$ cat src/rtl/scan_seq_pkg.sv
package scan_seq_pkg;
  typedef enum logic [2:0] {
    SQ_IDLE,
    SQ_LOAD,
    SQ_CAPT,
    SQ_XCHG,
    SQ_DONE
  } sq_state_t;
endpackage

$ cat src/rtl/scan_cell.sv
module scan_cell (
  input  logic clk,
  input  logic rst_n,
  input  logic se,
  input  logic d,
  input  logic si,
  output logic q
);
  logic nxt;

  always_comb nxt = se ? si : d;

  always_ff @(posedge clk or negedge rst_n) begin
    if (!rst_n) q <= 1'b0;
    else        q <= nxt;
  end
endmodule

$ cat src/rtl/scan_chain.sv
module scan_chain #(
  parameter int N = 8
) (
  input  logic         clk,
  input  logic         rst_n,
  input  logic         se,
  input  logic         si,
  input  logic [N-1:0] d,
  output logic [N-1:0] q
);
  logic [N:0] link;

  assign link[0] = si;

  for (genvar i = 0; i < N; i++) begin : g_cell
    scan_cell u_cell (
      .clk  (clk),
      .rst_n(rst_n),
      .se   (se),
      .d    (d[i]),
      .si   (link[i]),
      .q    (q[i])
    );
    assign link[i+1] = q[i];
  end
endmodule

$ cat src/rtl/logic_cloud.sv
module logic_cloud #(
  parameter int N = 8
) (
  input  logic [N-1:0] q,
  input  logic [N-1:0] fi,
  output logic [N-1:0] y
);
  for (genvar i = 0; i < N; i++) begin : g_node
    assign y[i] = fi[i] ^ q[(i+1)%N] ^ (q[i] & q[(i+N-1)%N]);
  end
endmodule

$ cat src/rtl/scan_ctrl.sv
module scan_ctrl
  import scan_seq_pkg::*;
#(
  parameter int N     = 8,
  parameter int PAT_W = 4,
  parameter int CNT_W = 8
) (
  input  logic             clk,
  input  logic             rst_n,
  input  logic             start,
  input  logic [PAT_W-1:0] num_pat,
  input  logic             so_bit,
  input  logic             expect_bit,
  output logic             scan_en,
  output logic             busy,
  output logic             done,
  output logic             fail,
  output logic [CNT_W-1:0] miss_cnt
);
  localparam int CW = $clog2(N + 1);
  localparam logic [CW-1:0] LAST = CW'(N - 1);

  sq_state_t        state;
  logic [CW-1:0]    cnt;
  logic [PAT_W-1:0] pat_left;

  always_ff @(posedge clk or negedge rst_n) begin
    if (!rst_n) begin
      state    <= SQ_IDLE;
      cnt      <= '0;
      pat_left <= '0;
      fail     <= 1'b0;
      miss_cnt <= '0;
    end else begin
      case (state)
        SQ_IDLE: begin
          if (start) begin
            state    <= SQ_LOAD;
            cnt      <= '0;
            pat_left <= (num_pat == '0) ? PAT_W'(1) : num_pat;
            fail     <= 1'b0;
            miss_cnt <= '0;
          end
        end
        SQ_LOAD: begin
          if (cnt == LAST) begin
            state <= SQ_CAPT;
            cnt   <= '0;
          end else begin
            cnt <= cnt + 1'b1;
          end
        end
        SQ_CAPT: state <= SQ_XCHG;
        SQ_XCHG: begin
          if (so_bit != expect_bit) begin
            fail <= 1'b1;
            if (miss_cnt != '1) miss_cnt <= miss_cnt + 1'b1;
          end
          if (cnt == LAST) begin
            cnt <= '0;
            if (pat_left == PAT_W'(1)) begin
              state <= SQ_DONE;
            end else begin
              pat_left <= pat_left - 1'b1;
              state    <= SQ_CAPT;
            end
          end else begin
            cnt <= cnt + 1'b1;
          end
        end
        SQ_DONE: state <= SQ_IDLE;
        default: state <= SQ_IDLE;
      endcase
    end
  end

  always_comb begin
    scan_en = (state == SQ_LOAD) || (state == SQ_XCHG);
    busy    = (state != SQ_IDLE);
    done    = (state == SQ_DONE);
  end


  capture_single_chk: assert property (@(posedge clk) disable iff (!rst_n)
    (busy && !scan_en && !done) |=> scan_en);


  done_pulse_chk: assert property (@(posedge clk) disable iff (!rst_n)
    done |=> (!done && !busy));


  fail_sticky_chk: assert property (@(posedge clk) disable iff (!rst_n)
    (fail && !(start && !busy)) |=> fail);


  cnt_flag_agree_chk: assert property (@(posedge clk) disable iff (!rst_n)
    fail == (miss_cnt != '0));


  busy_hold_chk: assert property (@(posedge clk) disable iff (!rst_n)
    (busy && !done) |=> busy);


  cnt_range_chk: assert property (@(posedge clk) disable iff (!rst_n)
    cnt <= LAST);
endmodule

$ cat src/rtl/scan_seq_top.sv
module scan_seq_top #(
  parameter int N     = 8,
  parameter int PAT_W = 4,
  parameter int CNT_W = 8
) (
  input  logic             clk,
  input  logic             rst_n,
  input  logic             start,
  input  logic [PAT_W-1:0] num_pat,
  input  logic [N-1:0]     func_in,
  output logic [N-1:0]     func_out,
  input  logic             scan_in,
  input  logic             expect_bit,
  output logic             scan_out,
  output logic             scan_en,
  output logic             busy,
  output logic             done,
  output logic             fail,
  output logic [CNT_W-1:0] miss_cnt
);
  logic [N-1:0] q;
  logic [N-1:0] cloud_y;

  logic_cloud #(.N(N)) u_cloud (
    .q (q),
    .fi(func_in),
    .y (cloud_y)
  );

  scan_chain #(.N(N)) u_chain (
    .clk  (clk),
    .rst_n(rst_n),
    .se   (scan_en),
    .si   (scan_in),
    .d    (cloud_y),
    .q    (q)
  );

  scan_ctrl #(.N(N), .PAT_W(PAT_W), .CNT_W(CNT_W)) u_ctrl (
    .clk       (clk),
    .rst_n     (rst_n),
    .start     (start),
    .num_pat   (num_pat),
    .so_bit    (q[N-1]),
    .expect_bit(expect_bit),
    .scan_en   (scan_en),
    .busy      (busy),
    .done      (done),
    .fail      (fail),
    .miss_cnt  (miss_cnt)
  );

  assign func_out = q;
  assign scan_out = q[N-1];


  shift_move_chk: assert property (@(posedge clk) disable iff (!rst_n)
    scan_en |=> (func_out == {$past(func_out[N-2:0]), $past(scan_in)}));


  scan_out_tap_chk: assert property (@(posedge clk) disable iff (!rst_n)
    scan_out == func_out[N-1]);
endmodule

$ cat config.mk
export PLATFORM = sky130hd
export DESIGN_NAME = scan_seq_top
export DESIGN_NICKNAME = d
export VERILOG_FILES = /design/src/rtl/scan_seq_pkg.sv /design/src/rtl/scan_cell.sv /design/src/rtl/scan_chain.sv /design/src/rtl/logic_cloud.sv /design/src/rtl/scan_ctrl.sv /design/src/rtl/scan_seq_top.sv
export SDC_FILE = /design/constraint.sdc
export NUM_CORES = 1
export LEC_CHECK = 0
export BUFFER_PORTS_ARGS = -buffer_cell sky130_fd_sc_hd__buf_2
export CORE_UTILIZATION = 25
export DETAILED_ROUTE_END_ITERATION = 10
export GPL_TIMING_DRIVEN = 0
export SLEW_MARGIN = 0
export SYNTH_ARGS = -nofsm -noshare
export SYNTH_HDL_FRONTEND = slang
export SYNTH_SLANG_ARGS = --single-unit
$ cat constraint.sdc
create_clock -name clk -period 5.1 [get_ports clk]
set_input_delay 1.02 -clock clk [delete_from_list [all_inputs] [get_ports clk]]
set_output_delay 1.02 -clock clk [all_outputs]
set_load 0.05 [all_outputs]
# Word-level counts from Yosys, hierarchy flattened
# Cells that the tools add are included.
# word_totals
elab_cells,94
mem_bits_ro,0
latchBits,0
n_memories,0
mem_bits_rw,0
ff_bits,28
# classes
shifts,0
n_reduce_logical,12
order_cmp,0
add_sub_neg,3
n_bitwise,24
n_eq_ne,14
div_mod_pow,0
mux,28
multipliers,0
# op_table
cell,count
$mux W4,6
$mux W8,3
$pmux W4 S2,2
$pmux W8 S2,1
$xor A1 B1 Y1,16
$mux W3,4
$pmux W3 S4,1
$mux W1,10
$add A8 B1 Y8 const B,1
$and A1 B1 Y1,8
$ne A2 B1 Y1 const B,4
$ne A8 B8 Y1 const B,1
$reduce_and A4 Y1,2
$eq A3 B2 Y1 const B,2
$reduce_and A3 Y1,2
$add A4 B1 Y4 const B,1
$eq A4 B1 Y1 const B,1
$eq A4 B3 Y1 const B,1
$logic_not A4 Y1,1
$ne A2 B2 Y1 const B,2
$reduce_bool A2 Y1,2
$sub A4 B1 Y4 const B,1
$eq A3 B1 Y1 const B,1
$eq A3 B3 Y1 const B,1
other kinds (7),7

# Logic depth before layout (Yosys ltp)
# depth
word_depth,4
ltp_mapped,7
mapped_depth_nobuf,6

# Cells and area by module
# From an unflattened synthesis, not the netlist that was laid out.
# unflattened
cells_unflattened,161
area_unflattened_um2,1665.3
# by_module_without_submodules
mod,cells_per_inst,instances,area_per_inst_um2,seq_area_each_um2
scan_ctrl,120,1,1167.4,500.5
scan_cell,2,8,40.0,25.0
logic_cloud,24,1,170.2,0.0
scan_seq_top,1,1,7.5,0.0

# Least setup slack after synthesis
# Ideal clock, no wire load.
# synth_path
path_type,register to output
start,register u_ctrl.state[0]
end,output done
stages_incl_launch_ff,3
slack_ns,2.300
arrival_ns,1.780
required_ns,4.080
path_cell_list,dfrtp_1 > clkbuf_1 > nor3b_1
# synth_via
elab_chain_len,1
# synth_lines
element,line,text
start: declaration,scan_ctrl.sv:23,sq_state_t state;
start signal: assignment,scan_ctrl.sv:29,state <= SQ_IDLE;
start signal: assignment,scan_ctrl.sv:38,state <= SQ_LOAD;
start signal: assignment,scan_ctrl.sv:47,state <= SQ_CAPT;
$eq A3 B3 Y1,scan_ctrl.sv:80,done = (state == SQ_DONE);
end: declaration,scan_seq_top.sv:17,"output logic done,"
# No other way between the ends.

# Worst setup path after layout
# layout_path
start,register u_ctrl.state[2]
end,output scan_en
# layout_via
elab_chain_len,2
elab_cells_between_ends,3
classes_between,eq/ne (2); reduce/logical (1)
# layout_lines
element,line,text
$eq A3 B1 Y1 or $eq A3 B2 Y1 (tied branches),scan_ctrl.sv:78,scan_en = (state == SQ_LOAD) || (state == SQ_XCHG);
$logic_or A1 B1 Y1 (*),scan_ctrl.sv:78,
end: declaration,scan_seq_top.sv:15,"output logic scan_en,"
# Every way passes the cells marked *; elsewhere a longest branch is shown, timed or not.

==> flow_summary.ini <==
[power_and_ir_drop]
p_leak_uw = 0.0009190
ir_worst_vdd_mv = 0.3521
powerDensity_mw_per_mm2 = 704.3

[timing]
finalSetupViolCount = 0
final_max_slew_viol_count = 0
relSlewSlack_pct = 57.44
fin_ws_ns = 2.426
hold_viol_final = 0
tightest_slew_ns = 0.6383
period_share_pct = 52.43
fmax_mhz = 374.0
fin_skew_ns = 0.002123
period_minus_slack_ns = 2.674
rsz0062_at_grt = false
hold_slack_ns = 0.4736
tns_ns = 0

[cts]
cts_resized = 0
ctsLongestPathBuffers = 2
cts_sinks = 28
root_buffer = clkbuf_8
cts_tree = built
clock_latency_ns = 0.27
htree_levels = 1
cts_hold_buf = 0
postCtsSetupBuffers = 0
clk_pin_slew_ns = 0.10
cts_inserted_buffers = 3

[global_route]
antenna_found_initial = 0
grt_pass1_vias = 1358
grt_max_degree = 29
grt_usage_pct = 11.00
grt-ovfl-total = 0
grt_pass1_wl_um = 6382

[routing]
vias = 1481
totalWireLength_um = 3712
drtPass1Iterations = 8
remaining_drc_errors = 5
drt_iter0_markers = 28
wl_per_cell_um = 12.37
avgViaCountPerCell = 4.937
ant_nets = 0

[cells_and_area]
fin_util_pct = 31.54
fin_nets = 245
antenna_cells = 0
area_growth_pct = 19.66
drive_above_1_share_pct = 27.35
nFillCells = 687

[critical_path]
timing.critical_path.buf_inv = 4
cp_data_arrival_time_ns = 1.65
critPathSlowestCell = dfrtp_1
cp_cell_sequence = buf_6, nand2b_1, inv_2, buf_2, buf_2
cp_top_family = buffers and inverters
start_kind = flip-flop
crit_path_end_kind = output port
cp_data_required_time_ns = 4.08
worstPathMaxFanout = 10
critPathKind = flip-flop to output port
critical-path-max-stage-delay_ns = 0.38
path_common_cell = buf_2

[floorplanning]
die-height_um = 84.75
initial_utilization_pct = 26.35
dieArea_mm2 = 0.007182
core_mm2 = 0.006495
rows = 29
io_pins = 38
die_x_um = 84.75

[synthesis]
synth_edf_count = 0
synth_top_area_share_pct = 40.94
avgSynthCellArea_um2 = 9.405
syn_inst = 182
yosysSeqAreaShare_pct = 40.94
async_flop_share_pct = 100.0
ys_ff_latch = 28
synth_largest_area_cell = dfrtp_1
netlist-cell-type-count = 49
ys_warn_count = 0
synth_nets = 203
syn_area_mm2 = 0.001712
synth_ff_type = dfrtp_1
ys_top_cells_by_area = dfrtp_1 41%, xnor2_1 4.6%, buf_4 3.5%

[status]
outcome = complete, but fails checks
violations = design-rule violations

[placement]
hpwl_um = 2748
place_ws_ns = 2.722
place.gp.congestion = 0.8383
portBuffers = 37

[worst_hold_path]
hp-class = flip-flop to flip-flop

[job]
maxCapViolations = 0
## power breakdown
group	internal [uW]	switching [uW]
registers	320	123
clock network	69.2	71.3
logic	326	533
total	715	727
## final cells by class
cell class / count / area, um^2 / share of cell area, %
clock buffers: 4 / 55.05 / 2.688
plain buffers: 17 / 120.1 / 5.864
inverters: 9 / 33.78 / 1.649
repair buffers: 37 / 185.2 / 9.041
well taps: 77 / 96.34 / 4.704
multi-input cells: 128 / 857.1 / 41.84
flip-flops and latches: 28 / 700.7 / 34.21
## worst reg2reg max path, cell delays in order (launching register included)
cell and delay, ns:
dfrtp_1 0.42, ha_1 0.25, and3b_1 0.19, clkbuf_1 0.16, a21oi_1 0.27, a31o_1 0.23, mux2_4 0.31
## per-layer routing
metal | vias to the layer above | GRT usage (%) | share of wire (%)
li1 | 737 | - | -
met1 | 706 | 14.78 | 48
met2 | 36 | 17.96 | 47
met3 | 2 | 2.458 | 4.4
met4 | 0 | 2.773 | 0.59
met5 | - | 0 | 0
## kinds of logic after synthesis
kind of cell / Yosys count / synth area share [%]
xor+xnor: 10 / 5.117
simple gates: 56 / 17.76
fa+ha+maj: 4 / 2.924
flops: 28 / 40.94
buf+inv: 26 / 8.991
compound gates: 55 / 22.22
mux: 3 / 2.047
## metrics by stage
step,instances,power (uW),area (um^2)
finish,300,1442,2048
global placement,296,1298,1993
global route,300,1552,2048
detailed placement,296,1312,1993
floorplan,182,1124,1712
CTS,300,1458,2048
## state kept, by name (all words and copies together), names as in the netlist
| register | count |
|---|---|
| u_chain.g_cell.u_cell.q | 8 |
| u_ctrl.cnt | 4 |
| u_ctrl.fail | 1 |
| u_ctrl.miss_cnt | 8 |
| u_ctrl.pat_left | 4 |
| u_ctrl.state | 3 |
## Yosys cell counts (all sizes together) (4+ instances only)
master  number
a211o        5
a211oi       7
nor3         5
o21ai       12
nand2       16
inv          9
and3         6
nor2         6
xnor2        9
ha           4
nand3        9
buf         15
a21oi       11
dfrtp       28
## final timing paths
check / start / endpoint / slack (ns) / cells past startpoint
min in group asynchronous: rst_n / u_chain.g_cell[3].u_cell.q$_DFF_PN0_ / 0.75 / 1
worst max register to register: u_ctrl.cnt[0]$_DFFE_PN0P_ / u_ctrl.pat_left[1]$_DFFE_PN0P_ / 3.17 / 6
worst min-delay path: u_ctrl.cnt[3]$_DFFE_PN0P_ / u_ctrl.cnt[3]$_DFFE_PN0P_ / 0.47 / 1
worst min register to register: u_ctrl.cnt[3]$_DFFE_PN0P_ / u_ctrl.cnt[3]$_DFFE_PN0P_ / 0.47 / 1
max in group asynchronous: rst_n / u_ctrl.cnt[1]$_DFFE_PN0P_ / 3.93 / 1
worst max-delay path: u_ctrl.state[2]$_DFFE_PN0P_ / scan_en / 2.43 / 5
## cells in the final DEF (no fill, tap or decap), drive strengths merged, types with 3 or more instances in the layout
cell type / count
buf: 52
dfrtp: 28
nand2: 16
o21ai: 12
a21oi: 11
xnor2: 9
nand3: 9
inv: 9
a211oi: 7
and3: 6
nor2: 6
clkbuf: 6
a211o: 5
nor3: 5
ha: 4
o21a: 3
(Power assumes the default switching activity.)
